[config.mk]
export PLATFORM = sky130hd
export DESIGN_NAME = shift_lpf_bank
export DESIGN_NICKNAME = d
export VERILOG_FILES = /design/src/rtl/lpf_pkg.sv /design/src/rtl/lpf_shift_decode.sv /design/src/rtl/lpf_update.sv /design/src/rtl/lpf_round.sv /design/src/rtl/shift_lpf_bank.sv
export SDC_FILE = /design/constraint.sdc
export NUM_CORES = 1
export LEC_CHECK = 0
export BUFFER_PORTS_ARGS = -buffer_cell sky130_fd_sc_hd__buf_2
export CAP_MARGIN = 20
export CORE_UTILIZATION = 57
export DETAILED_ROUTE_END_ITERATION = 7
export PLACE_DENSITY = 0.83
export SYNTH_ARGS = -nofsm -noshare
export SYNTH_HDL_FRONTEND = slang
export SYNTH_HIERARCHICAL = 1
export SYNTH_SLANG_ARGS = --single-unit
[constraint.sdc]
create_clock -name clk -period 6.1 [get_ports clk]
set_clock_uncertainty 0.1 [all_clocks]
set_input_delay 0.305 -clock clk [delete_from_list [all_inputs] [get_ports clk]]
set_output_delay 0.305 -clock clk [all_outputs]
set_load 0.02 [all_outputs]
[src/rtl/lpf_pkg.sv]
package lpf_pkg;
    typedef enum logic {
        CH_COLD = 1'b0,
        CH_WARM = 1'b1
    } ch_state_e;
endpackage

[src/rtl/lpf_shift_decode.sv]
module lpf_shift_decode (
    input  logic [2:0] sel,
    output logic [2:0] shamt
);
    always_comb begin
        unique case (sel)
            3'd0: shamt = 3'd1;
            3'd1: shamt = 3'd2;
            3'd2: shamt = 3'd3;
            3'd3: shamt = 3'd4;
            3'd4: shamt = 3'd5;
            3'd5: shamt = 3'd6;
            3'd6: shamt = 3'd7;
            3'd7: shamt = 3'd7; // reserved code, same as slowest
        endcase
    end
endmodule

[src/rtl/lpf_update.sv]
module lpf_update #(
    parameter int DW   = 16,
    parameter int FRAC = 8,
    localparam int SW  = DW + FRAC
) (
    input  logic signed [DW-1:0] x,
    input  logic signed [SW-1:0] y_old,
    input  logic        [2:0]    shamt,
    output logic signed [SW-1:0] y_new
);
    logic signed [SW:0] x_ext;
    logic signed [SW:0] diff;
    logic signed [SW:0] step;
    logic signed [SW:0] sum;

    always_comb begin
        x_ext = {x[DW-1], x, {FRAC{1'b0}}};
        diff  = x_ext - {y_old[SW-1], y_old};
        step  = diff >>> shamt;
        sum   = {y_old[SW-1], y_old} + step;
        // The sum lies between y_old and x, so it always fits in SW bits.
        y_new = sum[SW-1:0];
    end
endmodule

[src/rtl/lpf_round.sv]
module lpf_round #(
    parameter int DW   = 16,
    parameter int FRAC = 8,
    localparam int SW  = DW + FRAC
) (
    input  logic signed [SW-1:0] y,
    output logic signed [DW-1:0] q
);
    localparam logic [SW:0] HALF = (SW+1)'(1) << (FRAC - 1);
    logic signed [SW:0] biased;

    always_comb begin
        biased = {y[SW-1], y} + HALF;
        q      = biased[SW-1:FRAC];
    end
endmodule

[src/rtl/shift_lpf_bank.sv]
module shift_lpf_bank #(
    parameter int NCH  = 8,
    parameter int DW   = 16,
    parameter int FRAC = 8,
    localparam int CW  = (NCH > 1) ? $clog2(NCH) : 1,
    localparam int SW  = DW + FRAC
) (
    input  logic                 clk,
    input  logic                 rst_n,
    input  logic                 enable,
    input  logic [2:0]           coef_sel,
    input  logic                 in_valid,
    input  logic [CW-1:0]        in_chan,
    input  logic signed [DW-1:0] in_data,
    output logic                 out_valid,
    output logic [CW-1:0]        out_chan,
    output logic signed [DW-1:0] out_data
);
    import lpf_pkg::*;

    ch_state_e          ch_st  [NCH];
    logic signed [SW-1:0] ch_acc [NCH];

    logic               accept;
    ch_state_e          sel_st;
    logic signed [SW-1:0] sel_acc;
    logic [2:0]         shamt;
    logic signed [SW-1:0] filt_acc;
    logic signed [SW-1:0] nxt_acc;
    logic signed [DW-1:0] nxt_q;

    assign accept  = in_valid && enable;
    assign sel_st  = ch_st[in_chan];
    assign sel_acc = ch_acc[in_chan];

    lpf_shift_decode u_dec (
        .sel   (coef_sel),
        .shamt (shamt)
    );

    lpf_update #(.DW(DW), .FRAC(FRAC)) u_upd (
        .x     (in_data),
        .y_old (sel_acc),
        .shamt (shamt),
        .y_new (filt_acc)
    );

    // LOAD takes the raw sample; FILTER takes the recursive update.
    always_comb begin
        unique case (sel_st)
            CH_COLD: nxt_acc = {in_data, {FRAC{1'b0}}};
            CH_WARM: nxt_acc = filt_acc;
        endcase
    end

    lpf_round #(.DW(DW), .FRAC(FRAC)) u_rnd (
        .y (nxt_acc),
        .q (nxt_q)
    );

    // Per-channel state register: LOAD, FILTER, DROP.
    for (genvar g = 0; g < NCH; g++) begin : g_ch
        always_ff @(posedge clk) begin
            if (!rst_n) begin
                ch_st[g]  <= CH_COLD;
                ch_acc[g] <= '0;
            end else if (!enable) begin
                ch_st[g]  <= CH_COLD;
            end else if (accept && (in_chan == CW'(g))) begin
                ch_st[g]  <= CH_WARM;
                ch_acc[g] <= nxt_acc;
            end
        end

        p_drop_clears_r6: assert property (@(posedge clk) disable iff (!rst_n)
            !enable |=> (ch_st[g] == CH_COLD));
    end

    // Output register.
    always_ff @(posedge clk) begin
        if (!rst_n) begin
            out_valid <= 1'b0;
            out_chan  <= '0;
            out_data  <= '0;
        end else begin
            out_valid <= accept;
            if (accept) begin
                out_chan <= in_chan;
                out_data <= nxt_q;
            end
        end
    end

    p_off_silent_r3: assert property (@(posedge clk) disable iff (!rst_n)
        !enable |=> !out_valid);

    p_latency_r7: assert property (@(posedge clk) disable iff (!rst_n)
        out_valid |-> $past(in_valid && enable));

    p_chan_tag_r7: assert property (@(posedge clk) disable iff (!rst_n)
        out_valid |-> (out_chan == $past(in_chan)));

    p_preload_r5: assert property (@(posedge clk) disable iff (!rst_n)
        (accept && sel_st == CH_COLD) |=> (out_data == $past(in_data)));
endmodule

==> run_summary.xml, run 1 <==
<?xml version="1.0" encoding="UTF-8"?>
<metrics>
  <group name="synth">
    <metric name="postSynthNetCount" unit="">1361</metric>
    <metric name="synthesis.yosys.warnings" unit="">6</metric>
    <metric name="syn-cell-area" unit="sq um">13900</metric>
    <metric name="postSynthAreaPerCell" unit="sq um">10.9</metric>
    <metric name="synthesis.instances" unit="">1283</metric>
  </group>
  <group name="clock_network">
    <metric name="clk_pin_slew" unit="ns">0.07</metric>
    <metric name="ctsHtreeMaxLevel" unit="">1</metric>
    <metric name="cts_buffer_depth" unit="">3</metric>
    <metric name="worstSkewPairLatency" unit="ns">0.51</metric>
    <metric name="clock-root-buffer" unit="">sky130_fd_sc_hd__clkbuf_16</metric>
    <metric name="cts-buffers-inserted" unit="">20</metric>
    <metric name="tritoncts_num_sinks" unit="">220</metric>
    <metric name="cts_tree" unit="">built</metric>
  </group>
  <group name="floorplan">
    <metric name="fp.dieH" unit="um">158</metric>
    <metric name="core_region_area" unit="sq um">23800</metric>
    <metric name="initial_core_util" unit="%">58.7</metric>
    <metric name="dieArea" unit="sq um">25100</metric>
    <metric name="die_width" unit="um">158</metric>
    <metric name="rows" unit="">56</metric>
    <metric name="top_level_ports" unit="">46</metric>
  </group>
  <group name="timing">
    <metric name="grt_setup_unrepaired" unit="">yes</metric>
    <metric name="period_share" unit="%">101</metric>
    <metric name="achievable-frequency" unit="MHz">162</metric>
    <metric name="fin_crit" unit="ns">6.16</metric>
    <metric name="final-setup-viol-count" unit="">3</metric>
    <metric name="worst_slew_margin_rel" unit="%">53.4</metric>
    <metric name="fin_worst_hold_slack" unit="ns">0.00698</metric>
    <metric name="timing_worst_slew_pin_value" unit="ns">0.699</metric>
    <metric name="timing.final.max_slew_violations" unit="">0</metric>
    <metric name="final.setup.worst_slack" unit="ns">-0.0559</metric>
    <metric name="setup_tns" unit="ns">-0.123</metric>
    <metric name="final_hold_viol_count" unit="">0</metric>
  </group>
  <group name="worst_setup_path">
    <metric name="max_stage_delay" unit="ns">0.48</metric>
    <metric name="worstSetupPathType" unit="">reg2reg</metric>
    <metric name="slowest_stage" unit="">sky130_fd_sc_hd__mux4_2</metric>
    <metric name="cp_data_arrival_time" unit="ns">6.48</metric>
    <metric name="end_kind" unit="">flip-flop</metric>
    <metric name="cp_data_required_time" unit="ns">6.42</metric>
    <metric name="worst_setup_path_start_kind" unit="">flip-flop</metric>
    <metric name="worst-path-max-fanout" unit="">5</metric>
  </group>
  <group name="power">
    <metric name="power.net_switching" unit="uW">1800</metric>
    <metric name="vdd_drop_max" unit="mV">0.204</metric>
    <metric name="clock_power_share" unit="%">23.8</metric>
    <metric name="internal-power" unit="uW">3440</metric>
    <metric name="power_density" unit="nW/um^2">303</metric>
    <metric name="p_sw_share" unit="%">34.4</metric>
    <metric name="sequentialPowerShare" unit="%">33.1</metric>
    <metric name="p_leak" unit="uW">0.00705</metric>
    <metric name="comb_power_share" unit="%">43.1</metric>
  </group>
  <group name="placed_design">
    <metric name="global_placement_routability_congestion" unit="">0.945</metric>
    <metric name="dpl_hpwl" unit="um">27200</metric>
    <metric name="place_ws" unit="ns">-0.469</metric>
    <metric name="port_buffers" unit="">45</metric>
  </group>
  <group name="grt">
    <metric name="grt_util_all_layers" unit="%">32.9</metric>
    <metric name="grt-ovfl-total" unit="">0</metric>
    <metric name="grt_max_degree" unit="">32</metric>
    <metric name="antenna_violations_before_repair" unit="">0</metric>
    <metric name="wire_length_of_the_first_global_routing_pass" unit="um">61900</metric>
    <metric name="grt_pass1_vias" unit="">11438</metric>
  </group>
  <group name="drt">
    <metric name="drt_first_pass_iters" unit="">6</metric>
    <metric name="detail-route-antenna-nets" unit="">0</metric>
    <metric name="postRouteWirelength" unit="um">41400</metric>
    <metric name="vias" unit="">11693</metric>
    <metric name="viasPerCell" unit="">6.31</metric>
    <metric name="post_detailed_route_wirelength_per_cell" unit="um">22.3</metric>
    <metric name="drt_first_iter_violations" unit="">1243</metric>
    <metric name="detail_route.drc_violations" unit="">0</metric>
  </group>
  <group name="layout">
    <metric name="fill_cells" unit="">1483</metric>
    <metric name="fin_nets" unit="">1599</metric>
    <metric name="layout-drive-gt1-share" unit="%">34.1</metric>
    <metric name="diodes" unit="">0</metric>
    <metric name="multi_input_area" unit="sq um">7360</metric>
    <metric name="top_library_cells_by_usage_in_the_layout_fill_and_taps_aside" unit="">sky130_fd_sc_hd__nor2_1 (232), sky130_fd_sc_hd__buf_4 (232), sky130_fd_sc_hd__edfxtp_1 (199), sky130_fd_sc_hd__nand2_1 (111), sky130_fd_sc_hd__inv_1 (53)</metric>
    <metric name="area_growth" unit="%">23.9</metric>
    <metric name="seq_area" unit="sq um">6400</metric>
  </group>
  <group name="flow_run">
    <metric name="maxCapViolations" unit="">0</metric>
  </group>
  <group name="outcome">
    <metric name="violated_checks" unit="">setup timing</metric>
    <metric name="status" unit="">finished, violations left</metric>
  </group>
  <group name="worst_hold_path">
    <metric name="hold_path.class" unit="">in2reg</metric>
  </group>
</metrics>
[state kept, by name (all words and copies together) (netlist names)]
register,flops
ch_acc,192
out_data,16
ch_st,8
out_chan,3
out_valid,1
[repair_timing]
item / CTS / global route
pin swaps: 20 / 55
resized for setup: 21 / 74
setup endpoints to repair: 5 / 20
hold buffers: 0 / 0
setup buffers: 8 / 13
gates cloned: 0 / 0
[power groups by stage]
stage / clock [uW] / sequential [uW] / combinational (uW)
after floorplan: 0 / 1770 / 1200
after global placement: 0 / 1760 / 1920
after detailed placement: 0 / 1770 / 1970
after CTS: 1250 / 1740 / 2040
after global routing: 1300 / 1740 / 2400
final: 1250 / 1740 / 2260
[metrics by stage]
step	instance area (sq um)	util [%]	power (uW)	instances
2_1_floorplan	14000	-	2970	1283
3_3_place_gp	16000	67.2	3680	1795
3_5_place_dp	16000	67.4	3740	1797
4_1_cts	16800	70.8	5020	1841
5_1_grt	17300	72.7	5450	1854
6_report	17300	72.7	5240	1854
[layout make-up]
cell class | instances | area share, %
Clock buffer | 29 | 3.39
Clock inverter | 7 | 0.370
Inverter | 67 | 1.47
Multi-Input combinational cell | 923 | 42.6
Sequential cell | 220 | 37.0
Tap cell | 319 | 2.31
Timing Repair Buffer | 289 | 12.8
[worst max-delay path, delay by kind of cell, from the launching register on]
kind                     cells  cell delay [ns]
XOR/XNOR                     3             0.56
flip-flops                   1             0.42
AO/OA/AOI/OAI                8             1.60
adder cells (fa/ha/maj)      2             0.50
AND/OR/NAND/NOR              6             0.89
multiplexers                 5             1.42
buffers and inverters        4             0.58
[per-layer routing]
layer / routed length [um] / vias up / global-route usage (%) / part of all wire (%)
li1: - / 5180 / - / -
met1: 15500 / 5586 / 43.2 / 37
met2: 20000 / 797 / 55.2 / 48
met3: 4480 / 130 / 5.58 / 11
met4: 1420 / 0 / 11.4 / 3.4
met5: 0 / - / 0 / 0
[path summary, 6_finish.rpt]
check,end,from,slack [ns],cells after the start
max,out_data[5],ch_acc[0][8],-0.06,28
min reg2reg,out_data[8],out_data[8],0.36,2
max reg2reg,out_data[5],ch_acc[0][8],-0.06,28
min,out_valid,enable,0.007,2
Note: power is estimated with default switching activity, not from simulation.
==> run 2, diff against run 1 <==
==> constraint.sdc (replaced) <==
create_clock -name clk -period 6.1 [get_ports clk]
set_clock_uncertainty 0.1 [all_clocks]
set_input_delay 0.915 -clock clk [delete_from_list [all_inputs] [get_ports clk]]
set_output_delay 0.915 -clock clk [all_outputs]
set_load 0.02 [all_outputs]
==> run 2 against run 1 <==
  * Clock-buffer cell count decreased by 5
  * Critical endpoint is now out_data[14]
  * Combinational power increased by 19%
  * Register-to-register slack got worse by 0.18 ns
  * Global-route usage increased by 1.2 points
  * Non-clock buffer count increased by 72
  * The run still ends with setup timing left
  * Sequential share of layout area decreased by 2.5 points
==> run_summary.xml, run 2 (same netlist as run 1, synthesis figures left out) <==
<?xml version="1.0" encoding="UTF-8"?>
<metrics>
  <group name="outcome">
    <metric name="status" unit="">finished, violations left</metric>
    <metric name="violated_checks" unit="">setup timing</metric>
  </group>
  <group name="clock_network">
    <metric name="cts_buffer_depth" unit="">3</metric>
    <metric name="clock-root-buffer" unit="">sky130_fd_sc_hd__clkbuf_16</metric>
    <metric name="worstSkewPairLatency" unit="ns">0.50</metric>
    <metric name="cts_tree" unit="">built</metric>
    <metric name="ctsHtreeMaxLevel" unit="">1</metric>
    <metric name="cts_hold_buffers" unit="">0</metric>
    <metric name="cts-buffers-inserted" unit="">20</metric>
    <metric name="clk_pin_slew" unit="ns">0.07</metric>
    <metric name="tritoncts_num_sinks" unit="">220</metric>
  </group>
  <group name="timing">
    <metric name="setup_tns" unit="ns">-4.26</metric>
    <metric name="grt_setup_unrepaired" unit="">yes</metric>
    <metric name="worst_slew_margin_rel" unit="%">52.6</metric>
    <metric name="timing.final.max_slew_violations" unit="">0</metric>
    <metric name="achievable-frequency" unit="MHz">151</metric>
    <metric name="final.setup.worst_slack" unit="ns">-0.508</metric>
    <metric name="fin_crit" unit="ns">6.61</metric>
    <metric name="final_hold_viol_count" unit="">0</metric>
    <metric name="timing_worst_slew_pin_value" unit="ns">0.710</metric>
    <metric name="final-setup-viol-count" unit="">33</metric>
    <metric name="period_share" unit="%">108</metric>
  </group>
  <group name="worst_hold_path">
    <metric name="min_delay_path_depth" unit="">2</metric>
    <metric name="hold_path.class" unit="">reg2reg</metric>
    <metric name="min_to" unit="">out_data[7]</metric>
    <metric name="min-delay-start" unit="">out_data[7]</metric>
  </group>
  <group name="grt">
    <metric name="grt-ovfl-total" unit="">0</metric>
    <metric name="grt_pass1_vias" unit="">12207</metric>
    <metric name="antenna_violations_before_repair" unit="">1</metric>
    <metric name="wire_length_of_the_first_global_routing_pass" unit="um">64600</metric>
    <metric name="groute.layer.met1.usage" unit="%">43.0</metric>
    <metric name="grt_util_all_layers" unit="%">34.1</metric>
    <metric name="grt_util_met2" unit="%">58.5</metric>
    <metric name="gr-usage-met3" unit="%">5.23</metric>
    <metric name="grt_max_degree" unit="">35</metric>
    <metric name="grt_busiest_layer" unit="">met2</metric>
  </group>
  <group name="worst_setup_path">
    <metric name="worstSetupPathType" unit="">in2reg</metric>
    <metric name="cp_data_arrival_time" unit="ns">6.94</metric>
    <metric name="worst_r2r_path_depth" unit="">28</metric>
    <metric name="ff2ff_setup_slack" unit="ns">-0.24</metric>
    <metric name="end_kind" unit="">flip-flop</metric>
    <metric name="cp_data_required_time" unit="ns">6.43</metric>
    <metric name="max_stage_delay" unit="ns">0.58</metric>
    <metric name="critical_path.most_common_cell" unit="">sky130_fd_sc_hd__nand2_1</metric>
    <metric name="regToRegStartpoint" unit="">ch_acc[3][11]</metric>
    <metric name="slowest_stage" unit="">sky130_fd_sc_hd__mux4_2</metric>
    <metric name="critical_path.reg2reg.endpoint" unit="">out_data[14]</metric>
    <metric name="worst-path-max-fanout" unit="">10</metric>
    <metric name="worst_setup_path_start_kind" unit="">input port</metric>
  </group>
  <group name="floorplan">
    <metric name="dieArea" unit="sq um">25100</metric>
    <metric name="die_width" unit="um">158</metric>
    <metric name="top_level_ports" unit="">46</metric>
    <metric name="initial_core_util" unit="%">58.7</metric>
    <metric name="rows" unit="">56</metric>
    <metric name="core_region_area" unit="sq um">23800</metric>
    <metric name="fp.dieH" unit="um">158</metric>
  </group>
  <group name="power">
    <metric name="vdd_drop_max" unit="mV">0.224</metric>
    <metric name="power_density" unit="nW/um^2">311</metric>
    <metric name="p_leak" unit="uW">0.00757</metric>
  </group>
  <group name="flow_run">
    <metric name="maxCapViolations" unit="">0</metric>
  </group>
  <group name="layout">
    <metric name="layout-drive-gt1-share" unit="%">42.1</metric>
    <metric name="top_register" unit="">ch_acc</metric>
    <metric name="area_growth" unit="%">33.0</metric>
    <metric name="fin_nets" unit="">1671</metric>
    <metric name="mostFrequentLayoutCell" unit="">sky130_fd_sc_hd__buf_4</metric>
    <metric name="top_library_cells_by_usage_in_the_layout_fill_and_taps_aside" unit="">sky130_fd_sc_hd__buf_4 (283), sky130_fd_sc_hd__nor2_1 (227), sky130_fd_sc_hd__edfxtp_1 (199), sky130_fd_sc_hd__nand2_1 (106), sky130_fd_sc_hd__mux4_2 (51)</metric>
    <metric name="largestRegisters" unit="">ch_acc: 192 flops, out_data: 16 flops, ch_st: 8 flops</metric>
    <metric name="largest_register_ff_count" unit="">192</metric>
    <metric name="finalCoreUtilization" unit="%">78.0</metric>
  </group>
  <group name="drt">
    <metric name="post_detailed_route_wirelength_per_cell" unit="um">25.0</metric>
    <metric name="postRouteWirelength" unit="um">48100</metric>
    <metric name="detail_route.drc_violations" unit="">0</metric>
    <metric name="detail-route-antenna-nets" unit="">0</metric>
    <metric name="vias" unit="">12688</metric>
    <metric name="drt_first_iter_violations" unit="">1770</metric>
    <metric name="viasPerCell" unit="">6.58</metric>
    <metric name="drt_first_pass_iters" unit="">5</metric>
  </group>
  <group name="placed_design">
    <metric name="global_placement_routability_congestion" unit="">0.992</metric>
    <metric name="port_buffers" unit="">45</metric>
    <metric name="place_ws" unit="ns">-0.986</metric>
    <metric name="dpl_hpwl" unit="um">28500</metric>
  </group>
</metrics>
## run 2: cell types whose count changed in the layout (fill, tap and decap cells not counted), sizes merged
| cell | previous run | this run |
|---|---|---|
| buf | 289 | 359 |
| clkinv | 5 | 9 |
| clkbuf | 29 | 26 |
| bufinv | 1 | 3 |
| clkinvlp | 2 | 1 |
| diode | 0 | 1 |
## run 2: worst max-delay path by stage
stage / startpoint / endpoint / cells after the start
after floorplan: in_chan[0] / out_data[15] / 29
after global placement: in_chan[0] / out_data[15] / 31
after detailed placement: in_chan[0] / out_data[15] / 31
after CTS: in_chan[0] / out_data[15] / 30
after global routing: in_chan[0] / out_data[14] / 29
final: in_chan[0] / out_data[14] / 29
## run 2: cell type report
type | count | area (sq um)
tap | 319 | 399
inverter | 67 | 262
clock inverter | 12 | 136
multi-input combinational | 923 | 7910
antenna | 1 | 2.50
sequential | 220 | 6400
clock buffer | 24 | 537
fill | 1301 | 5220
timing repair buffer | 361 | 2890
## run 2: routing by layer
| metal | vias up | wire, um | part of all wire, % |
|---|---|---|---|
| met5 | - | 0 | 0 |
| met4 | 0 | 2360 | 4.9 |
| met3 | 226 | 5440 | 11 |
| met2 | 1041 | 23500 | 49 |
| met1 | 6103 | 16800 | 35 |
| li1 | 5318 | - | - |
## run 2: stage by stage
stage	hold WS, ns	area (sq um)	power, uW	cells
after global placement	0.327	16400	3800	1833
after CTS	0.357	17600	5290	1896
after global routing	0.370	18500	5930	1927
after detailed placement	0.348	16400	3860	1834
after floorplan	0.319	14200	3030	1283
final	0.354	18500	5770	1927
## run 2: critical path: cells and delay by family
| family | cells | cell delay (ns) |
|---|---|---|
| mux | 4 | 1.60 |
| buf+inv | 6 | 0.76 |
| simple gates | 7 | 1.30 |
| fa+ha+maj | 2 | 0.51 |
| xor+xnor | 2 | 0.44 |
| compound gates | 8 | 1.40 |
## run 2: power breakdown
part	switching (uW)	internal [uW]	total, uW
Clock	571	758	1330
Sequential	29.7	1710	1740
Combinational	1460	1240	2700
Total	2060	3710	5770
## run 2: timing repair
item | in CTS | in global routing
endpoints found under the setup margin | 37 | 73
pin swaps | 43 | 90
buffers inserted | 25 | 26
endpoints found under the hold margin | 0 | 0
cloned | 1 | 1
resized for setup | 63 | 150
==> run 3, diff against run 2 <==
--- a/config.mk
+++ b/config.mk
@@ -5,6 +5,7 @@
 export SDC_FILE = /design/constraint.sdc
 export NUM_CORES = 1
 export LEC_CHECK = 0
+export ABC_AREA = 1
 export BUFFER_PORTS_ARGS = -buffer_cell sky130_fd_sc_hd__buf_2
 export CAP_MARGIN = 20
 export CORE_UTILIZATION = 57
==> run 3 against run 2 <==
  * The flow now finishes without violations
  * Power shrank 13%
  * Non-clock buffer count decreased by 61
  * Combinational power down 28%
  * Hold slack gained 0.0031 ns
  * Worst setup slack gained 0.63 ns
  * Flip-flop and latch count unchanged
  * Critical path depth up 14
  * Critical endpoint unchanged
==> run_summary.xml, run 3 <==
<?xml version="1.0" encoding="UTF-8"?>
<metrics>
  <group name="layout">
    <metric name="top_register" unit="">ch_acc</metric>
    <metric name="finalCoreUtilization" unit="%">74.2</metric>
    <metric name="multi_input_area" unit="sq um">6610</metric>
    <metric name="top_library_cells_by_usage_in_the_layout_fill_and_taps_aside" unit="">sky130_fd_sc_hd__nand2_1 (471), sky130_fd_sc_hd__nor2_1 (263), sky130_fd_sc_hd__buf_4 (244), sky130_fd_sc_hd__edfxtp_1 (199), sky130_fd_sc_hd__inv_1 (142)</metric>
    <metric name="largest_register_ff_count" unit="">192</metric>
    <metric name="seq_area" unit="sq um">6400</metric>
    <metric name="diodes" unit="">0</metric>
    <metric name="mostFrequentLayoutCell" unit="">sky130_fd_sc_hd__nand2_1</metric>
    <metric name="final_cells" unit="">2283</metric>
    <metric name="largestRegisters" unit="">ch_acc: 192 flops, out_data: 16 flops, ch_st: 8 flops</metric>
    <metric name="layout-drive-gt1-share" unit="%">25.7</metric>
    <metric name="area_growth" unit="%">25.9</metric>
    <metric name="fin_nets" unit="">2034</metric>
    <metric name="fill_cells" unit="">1575</metric>
  </group>
  <group name="timing">
    <metric name="setup_tns" unit="ns">0</metric>
    <metric name="final-setup-viol-count" unit="">0</metric>
    <metric name="fin_crit" unit="ns">5.98</metric>
    <metric name="worst_slew_margin_rel" unit="%">27.3</metric>
    <metric name="period_share" unit="%">98.0</metric>
    <metric name="timing_worst_slew_pin_value" unit="ns">1.09</metric>
    <metric name="timing.final.max_slew_violations" unit="">0</metric>
    <metric name="achievable-frequency" unit="MHz">167</metric>
    <metric name="final_hold_viol_count" unit="">0</metric>
  </group>
  <group name="power">
    <metric name="p_leak" unit="uW">0.00771</metric>
    <metric name="internal-power" unit="uW">3310</metric>
    <metric name="clock_power_share" unit="%">26.7</metric>
    <metric name="power_density" unit="nW/um^2">295</metric>
    <metric name="power.net_switching" unit="uW">1710</metric>
    <metric name="sequentialPowerShare" unit="%">34.6</metric>
    <metric name="comb_power_share" unit="%">38.7</metric>
    <metric name="vdd_drop_max" unit="mV">0.258</metric>
    <metric name="p_sw_share" unit="%">34.1</metric>
  </group>
  <group name="floorplan">
    <metric name="core_region_area" unit="sq um">22900</metric>
    <metric name="dieArea" unit="sq um">24300</metric>
    <metric name="initial_core_util" unit="%">58.9</metric>
    <metric name="top_level_ports" unit="">46</metric>
    <metric name="rows" unit="">55</metric>
    <metric name="die_width" unit="um">156</metric>
    <metric name="fp.dieH" unit="um">156</metric>
  </group>
  <group name="synth">
    <metric name="postSynthNetCount" unit="">1778</metric>
    <metric name="syn-cell-area" unit="sq um">13500</metric>
    <metric name="synthesis.yosys.warnings" unit="">6</metric>
    <metric name="synthesis.instances" unit="">1700</metric>
    <metric name="postSynthAreaPerCell" unit="sq um">7.95</metric>
  </group>
  <group name="grt">
    <metric name="wire_length_of_the_first_global_routing_pass" unit="um">65100</metric>
    <metric name="antenna_violations_before_repair" unit="">0</metric>
    <metric name="grt-ovfl-total" unit="">0</metric>
    <metric name="grt_util_all_layers" unit="%">35.0</metric>
    <metric name="grt_pass1_vias" unit="">12863</metric>
    <metric name="grt_max_degree" unit="">30</metric>
  </group>
  <group name="clock_network">
    <metric name="clock-root-buffer" unit="">sky130_fd_sc_hd__clkbuf_16</metric>
    <metric name="cts-buffers-inserted" unit="">20</metric>
    <metric name="worstSkewPairLatency" unit="ns">0.50</metric>
    <metric name="cts_tree" unit="">built</metric>
    <metric name="clk_pin_slew" unit="ns">0.07</metric>
    <metric name="tritoncts_num_sinks" unit="">220</metric>
    <metric name="cts_buffer_depth" unit="">3</metric>
    <metric name="cts_hold_buffers" unit="">0</metric>
    <metric name="ctsHtreeMaxLevel" unit="">1</metric>
  </group>
  <group name="placed_design">
    <metric name="global_placement_routability_congestion" unit="">0.973</metric>
    <metric name="dpl_hpwl" unit="um">28500</metric>
    <metric name="dp_cells" unit="">2234</metric>
    <metric name="port_buffers" unit="">45</metric>
  </group>
  <group name="worst_setup_path">
    <metric name="cp_data_arrival_time" unit="ns">6.26</metric>
    <metric name="cpLargestDelayFamily" unit="">simple AND/OR/NAND/NOR gates</metric>
    <metric name="worst-path-max-fanout" unit="">5</metric>
    <metric name="worstSetupPathType" unit="">in2reg</metric>
    <metric name="timing.critical_path.buf_inv" unit="">7</metric>
    <metric name="max_stage_delay" unit="ns">0.29</metric>
    <metric name="cp_data_required_time" unit="ns">6.38</metric>
    <metric name="critical_path.most_common_cell" unit="">sky130_fd_sc_hd__nand2_1</metric>
    <metric name="end_kind" unit="">flip-flop</metric>
    <metric name="worst_setup_path_start_kind" unit="">input port</metric>
    <metric name="slowest_stage" unit="">sky130_fd_sc_hd__ha_4</metric>
  </group>
  <group name="outcome">
    <metric name="status" unit="">completed</metric>
  </group>
  <group name="drt">
    <metric name="drt_first_iter_violations" unit="">1688</metric>
    <metric name="post_detailed_route_wirelength_per_cell" unit="um">18.9</metric>
    <metric name="detail-route-antenna-nets" unit="">0</metric>
    <metric name="vias" unit="">13309</metric>
    <metric name="viasPerCell" unit="">5.83</metric>
    <metric name="detail_route.drc_violations" unit="">0</metric>
    <metric name="postRouteWirelength" unit="um">43200</metric>
    <metric name="drt_first_pass_iters" unit="">7</metric>
  </group>
  <group name="worst_hold_path">
    <metric name="hold_path.class" unit="">reg2reg</metric>
  </group>
  <group name="flow_run">
    <metric name="maxCapViolations" unit="">0</metric>
  </group>
</metrics>
-- run 3: changes by cell type in the layout (fill, tap and decap cells not counted), moves of 17 or more --
cell,before,now
sky130_fd_sc_hd__nor2_1,227,263
sky130_fd_sc_hd__nand3_1,22,100
sky130_fd_sc_hd__nand2_1,106,471
sky130_fd_sc_hd__nand4_1,4,43
sky130_fd_sc_hd__o21ai_1,9,26
sky130_fd_sc_hd__nor2_2,2,22
sky130_fd_sc_hd__mux4_2,51,0
sky130_fd_sc_hd__inv_1,41,142
sky130_fd_sc_hd__buf_4,283,244
sky130_fd_sc_hd__nand2_2,4,52
-- run 3: stage by stage --
step	area, sq um	hold WS [ns]	setup slack (ns)	power, uW
finish	17000	0.357	0.123	5010
global route	17000	0.398	-0.147	5220
CTS	16400	0.356	0.0161	4820
detailed placement	15700	0.345	-0.546	3500
global placement	15700	0.342	-0.415	3470
floorplan	13500	0.327	0.188	2740
-- run 3: path summary, 6_finish.rpt --
path | start | to | slack, ns | cells after the start
max reg2reg | ch_acc[0][0] | out_data[14] | 0.62 | 35
min reg2reg | ch_st[4] | ch_st[4] | 0.36 | 2
min | ch_st[4] | ch_st[4] | 0.36 | 2
max | in_chan[1] | out_data[14] | 0.12 | 43
-- run 3: final cells by class --
| type | count | share of cell area, % |
|---|---|---|
| multi-input combinational | 1249 | 38.9 |
| tap | 313 | 2.30 |
| clock inverter | 4 | 0.140 |
| timing repair buffer | 300 | 13.3 |
| clock buffer | 32 | 4.13 |
| sequential | 220 | 37.6 |
| inverter | 165 | 3.64 |
-- run 3: per-layer routing --
metal | GRT usage (%) | vias to the layer above | part of all wire (%)
met1 | 44.2 | 6116 | 37
li1 | - | 6081 | -
met3 | 6.42 | 170 | 12
met4 | 16.9 | 0 | 4.2
met5 | 0 | - | 0
met2 | 58.0 | 942 | 47
-- run 3: power by group through the flow --
stage,Combinational (uW),Clock [uW],Sequential (uW)
after global placement,1710,0,1760
after detailed placement,1730,0,1760
after floorplan,962,0,1770
final,1940,1340,1730
after CTS,1760,1330,1730
after global routing,2090,1390,1740
-- run 3: worst register-to-register path, delay by kind of cell, from the launching register on --
family | cells | cell delay [ns]
AND/OR/NAND/NOR | 17 | 1.88
AO/OA/AOI/OAI | 8 | 1.18
adder cells (fa/ha/maj) | 3 | 0.82
buffers and inverters | 4 | 0.42
flip-flops | 1 | 0.39
XOR/XNOR | 2 | 0.35
multiplexers | 1 | 0.23
-- run 3: timing repair --
item	4_1_cts	5_1_grt
gates cloned	0	3
setup buffers	0	10
gates resized for setup	6	127
pin swaps	0	30
endpoints found under the setup margin	6	30
